### src/rtl/npc_pkg.sv
package npc_pkg;

  typedef enum logic [1:0] {
    XFER_NONE   = 2'd0,
    XFER_JAL    = 2'd1,
    XFER_JALR   = 2'd2,
    XFER_BRANCH = 2'd3
  } xfer_op_e;

  // Branch condition selectors (funct3 field)
  localparam logic [2:0] CND_EQ  = 3'b000;
  localparam logic [2:0] CND_NE  = 3'b001;
  localparam logic [2:0] CND_LT  = 3'b100;
  localparam logic [2:0] CND_GE  = 3'b101;
  localparam logic [2:0] CND_LTU = 3'b110;
  localparam logic [2:0] CND_GEU = 3'b111;

  // Raw comparison flags, shared by every condition
  typedef struct packed {
    logic eq;
    logic lt_s;
    logic lt_u;
  } cmp_flags_t;

  // funct3 bit 0 inverts the base relation; bits 2:1 pick the relation.
  function automatic logic cond_from_flags(input cmp_flags_t f, input logic [2:0] sel);
    logic base;
    logic known;
    known = 1'b1;
    unique case (sel[2:1])
      2'b00:   base = f.eq;
      2'b10:   base = f.lt_s;
      2'b11:   base = f.lt_u;
      default: begin
        base  = 1'b0;
        known = 1'b0;
      end
    endcase
    return known & (base ^ sel[0]);
  endfunction

endpackage

### src/rtl/npc_cond_eval.sv
module npc_cond_eval
  import npc_pkg::*;
#(
  parameter int XLEN       = 64,
  parameter bit CMP_SHARED = 1'b1   // 1: one subtractor feeds all flags; 0: separate comparators
) (
  input  logic [XLEN-1:0] lhs,
  input  logic [XLEN-1:0] rhs,
  input  logic [2:0]      sel,
  output logic            holds
);

  localparam int MSB = XLEN - 1;

  cmp_flags_t flags;

  generate
    if (CMP_SHARED) begin : g_shared
      logic [XLEN:0] diff;
      logic          sign_mix;
      always_comb begin
        diff       = {1'b0, lhs} - {1'b0, rhs};
        sign_mix   = lhs[MSB] ^ rhs[MSB];
        flags.eq   = (diff[XLEN-1:0] == '0);
        flags.lt_u = diff[XLEN];
        // Differing signs: the negative side is smaller. Same signs: no overflow, use result sign.
        flags.lt_s = sign_mix ? lhs[MSB] : diff[MSB];
      end
    end else begin : g_direct
      always_comb begin
        flags.eq   = (lhs == rhs);
        flags.lt_u = (lhs < rhs);
        flags.lt_s = ($signed(lhs) < $signed(rhs));
      end
    end
  endgenerate

  always_comb holds = cond_from_flags(flags, sel);

endmodule

### src/rtl/npc_target_gen.sv
module npc_target_gen #(
  parameter int XLEN       = 64,
  parameter int INSN_BYTES = 4
) (
  input  logic [XLEN-1:0] pc,
  input  logic [XLEN-1:0] base_reg,
  input  logic [XLEN-1:0] offset,
  input  logic            reg_relative,
  output logic [XLEN-1:0] jump_tgt,
  output logic [XLEN-1:0] fall_tgt
);

  localparam logic [XLEN-1:0] STEP = XLEN'(INSN_BYTES);

  logic [XLEN-1:0] base;
  logic [XLEN-1:0] raw_sum;

  always_comb begin
    base     = reg_relative ? base_reg : pc;
    raw_sum  = base + offset;                 // wraps modulo 2^XLEN
    jump_tgt = reg_relative ? {raw_sum[XLEN-1:1], 1'b0} : raw_sum;
    fall_tgt = pc + STEP;
  end

endmodule

### src/rtl/npc_select.sv
module npc_select
  import npc_pkg::*;
#(
  parameter int XLEN = 64
) (
  input  xfer_op_e        op,
  input  logic            cond_ok,
  input  logic [XLEN-1:0] jump_tgt,
  input  logic [XLEN-1:0] fall_tgt,
  output logic [XLEN-1:0] next_pc,
  output logic            taken
);

  always_comb begin
    unique case (op)
      XFER_JAL, XFER_JALR: taken = 1'b1;
      XFER_BRANCH:         taken = cond_ok;
      default:             taken = 1'b0;
    endcase
    next_pc = taken ? jump_tgt : fall_tgt;
  end

endmodule

### src/rtl/npc_branch_unit.sv
module npc_branch_unit
  import npc_pkg::*;
#(
  parameter int XLEN       = 64,
  parameter int INSN_BYTES = 4,
  parameter bit CMP_SHARED = 1'b1
) (
  input  logic [1:0]      xfer_op,
  input  logic [XLEN-1:0] src_a,
  input  logic [XLEN-1:0] src_b,
  input  logic [2:0]      funct3,
  input  logic [XLEN-1:0] cur_pc,
  input  logic [XLEN-1:0] imm,
  output logic [XLEN-1:0] next_pc,
  output logic            taken
);

  xfer_op_e        op;
  logic            cond_ok;
  logic [XLEN-1:0] jump_tgt;
  logic [XLEN-1:0] fall_tgt;

  assign op = xfer_op_e'(xfer_op);

  npc_cond_eval #(
    .XLEN       (XLEN),
    .CMP_SHARED (CMP_SHARED)
  ) u_cond (
    .lhs   (src_a),
    .rhs   (src_b),
    .sel   (funct3),
    .holds (cond_ok)
  );

  npc_target_gen #(
    .XLEN       (XLEN),
    .INSN_BYTES (INSN_BYTES)
  ) u_tgt (
    .pc           (cur_pc),
    .base_reg     (src_a),
    .offset       (imm),
    .reg_relative (op == XFER_JALR),
    .jump_tgt     (jump_tgt),
    .fall_tgt     (fall_tgt)
  );

  npc_select #(
    .XLEN (XLEN)
  ) u_sel (
    .op       (op),
    .cond_ok  (cond_ok),
    .jump_tgt (jump_tgt),
    .fall_tgt (fall_tgt),
    .next_pc  (next_pc),
    .taken    (taken)
  );

endmodule

### config.mk
export PLATFORM = sky130hd
export DESIGN_NAME = npc_branch_unit
export DESIGN_NICKNAME = d
export VERILOG_FILES = /design/src/rtl/npc_pkg.sv /design/src/rtl/npc_cond_eval.sv /design/src/rtl/npc_target_gen.sv /design/src/rtl/npc_select.sv /design/src/rtl/npc_branch_unit.sv
export SDC_FILE = /design/constraint.sdc
export NUM_CORES = 1
export LEC_CHECK = 0
export CORE_AREA = 2 2 181 147
export DETAILED_ROUTE_END_ITERATION = 10
export DIE_AREA = 0 0 183 149
export GPL_ROUTABILITY_DRIVEN = 0
export PLACE_DENSITY = 0.74
export SYNTH_ARGS = -nofsm -noshare
export SYNTH_HDL_FRONTEND = slang
export SYNTH_SLANG_ARGS = --single-unit
### constraint.sdc
create_clock -name vclk -period 11.04
set_clock_uncertainty 0.15 [all_clocks]
set_input_delay 1.656 -clock vclk [all_inputs]
set_output_delay 1.656 -clock vclk [all_outputs]
set_load 0.1 [all_outputs]
==> out/summary.txt <==
drt wl/cell - 18.49 µm
Mapped Cells - 1482
Starting Density - 40.07%
pwr/cell area - 94.31 nW/µm²
Net Sw Frac - 59.88%
die area - 27270 µm²
Std-Cell Rows - 53
Max VDD drop - 0.1064 mV
Comb pwr share - 100.0%
CP max-delay cell - fa_1
sequential cell count - 0
GRT Total Usage - 26.19%
Area Growth Syn to Fin - 43.55%
Final #Nets - 2169
Post-DRT Antenna Nets - 0
CP endpoint kind - output port
WP data arrival - 8880 ps
post-placement setup slack - -15.05 ps
fin. max-slew vios - 0
LEAKAGE - 0.006298 µW
critical path class - in2out
worst-path fanout max - 14
Psw - 835.6 µW
Final TNS setup - 0 ps
Tmin final - 10680 ps
# DRC - 0
register area - 0 µm²
Seq/Total Area, Yosys - 0%
fill count - 2398
status - finished, final reports clean
Slew @ Worst Pin - 768.8 ps
# setup viols final - 0
Final Instance Area - 14800 µm²
remaining global-route overflow - 0
Period Utilization, post-route - 96.77%
Req. time, crit path - 9230 ps
critical path's largest stage delay - 480 ps
via count - 12310
fmax - 0.09360 GHz
Setup WS post-layout - 356.5 ps
core area - 25730 µm²
Port Buffers - 326
slew margin rel. - 48.20%
largest net degree at the start of global routing - 38
drt first pass iters - 6
Die X - 183 µm
I/O pins - 326
first-pass GRT wire length - 59240 µm
max cap viols - 0
Final HPWL DP - 32870 µm
Setup crit end - next_pc[3]
Seq pwr share - 0%
initial antenna violation count - 0
Avg Inst Size Synth - 6.956 µm²
library cells used by synthesis - 78
vias per cell - 5.854
Syn Nets - 1877
clkbuf count - 0
yosys warns - 0
Worst setup SP type - input port
vias in the first global route - 11610
area of the multi-input gates - 9869 µm²
final WL - 38870 µm
number of inserted diodes - 0
total power - 1396 µW
Clock power frac - 0%
Synth Cell Area - 10310 µm²
layout cells sized above 1 - 12.08%
placed inst area - 14480 µm²
Die Span Y - 149 µm
Pint - 559.9 µW
class of the worst hold path - in2out
CP startpoint - src_b[3]
1st-iter DRT viols - 807
Final Hold Fails - 0
cells in the mapped netlist (11+ instances only):
library cell  number  area [µm²]
a21o_1            75       563.0
a21oi_1          139       695.7
a31oi_1           26       162.7
and3_1            22       137.6
buf_2             18       90.09
clkbuf_1          26       97.59
ha_1             131        1639
inv_1            100       375.4
mux2_2            63       709.4
mux2i_1           69       690.7
nand2_1          129       484.2
nand2b_1          19       118.9
nand3_1           53       265.3
nand4_1           35       219.0
nor2_1            90       337.8
nor2b_1           21       131.4
nor3_1            25       125.1
o211ai_1          11       82.58
o21ai_0           81       405.4
o21bai_1          18       135.1
xnor2_1           87       762.0
xor2_1            71       621.9
power groups by stage:
| stage | combinational, µW | sequential [µW] | clock, µW |
|---|---|---|---|
| after global placement | 1330 | 0 | 0 |
| after floorplan | 879 | 0 | 0 |
| after detailed placement | 1340 | 0 | 0 |
| after global routing | 1470 | 0 | 0 |
| final | 1400 | 0 | 0 |
| after CTS | 1350 | 0 | 0 |
layout by cell type, fill, tap and decap left out, types with 6 or more instances in the layout:
cell,count
clkdlybuf4s50_1,261
a21oi_1,134
nand2_1,128
ha_1,117
inv_1,100
nor2_1,89
xnor2_1,87
o21ai_0,77
a21o_1,75
xor2_1,71
buf_12,68
mux2_2,63
nand3_1,53
mux2i_1,50
nand4_1,35
nor3_1,24
a31oi_1,24
and3_1,22
nor2b_1,21
nand2b_1,19
mux2i_2,19
o21bai_1,18
buf_4,15
o211ai_1,11
a211oi_1,10
o21a_1,10
and4_1,9
ha_2,9
nor4_1,7
o31ai_1,7
o21ai_1,6
a2111oi_0,6
nand3b_1,6
worst min path at each step:
stage	from	endpoint	slack (ps)	cells past startpoint
after CTS	cur_pc[1]	next_pc[1]	3990	3
after global placement	cur_pc[1]	next_pc[1]	3980	3
final	cur_pc[1]	next_pc[1]	3990	3
after global routing	cur_pc[1]	next_pc[1]	4020	3
after detailed placement	cur_pc[1]	next_pc[1]	3980	3
after floorplan	cur_pc[0]	next_pc[0]	3600	2
cells by family (layout without fill, tap and decap cells):
family                     Yosys count  count (layout)  synth area share, %
adders and majority gates          134             134                16.48
muxes                              135             135                13.91
xor gates and xnor gates           158             158                13.42
buffers and inverters              157             447                6.590
and+or+nand+nor                    445             445                21.40
AOI/OAI and AO/OA                  453             453                28.20
metal layers:
layer  part of all wire, %  track usage [%]
met1                    46            36.96
met4                   1.3            2.920
met5                     0                0
met3                   8.1            3.857
met2                    44            43.45
stage by stage:
stage          hold WS [ps]  instances  util (%)
3_5_place_dp           3983       2097     56.29
2_1_floorplan          3599       1482         -
6_report               3987       2102     57.51
3_3_place_gp           3979       2097     56.29
4_1_cts                3991       2097     56.38
5_1_grt                4019       2102     57.51
timing repair:
action / in CTS / in global routing
gates resized for setup: 5 / 53
gates cloned: 0 / 2
hold buffers: 0 / 0
pin swaps: 0 / 6
buffers inserted: 0 / 3
endpoints found under the hold margin: 0 / 0
setup endpoints to repair: 13 / 65
critical path, delay by kind of cell:
family / cells / cell delay [ps]
adder cells (fa/ha/maj): 2 / 830
multiplexers: 1 / 400
XOR/XNOR: 1 / 230
AND/OR/NAND/NOR: 9 / 1570
AO/OA/AOI/OAI: 17 / 3100
buffers and inverters: 5 / 1060
area by class of cell:
| class | instances | area share [%] |
|---|---|---|
| multi-input cells | 1325 | 66.70 |
| repair buffers | 346 | 27.95 |
| well taps | 330 | 2.790 |
| inverters | 101 | 2.562 |
Note: power is estimated with default switching activity, not from simulation.
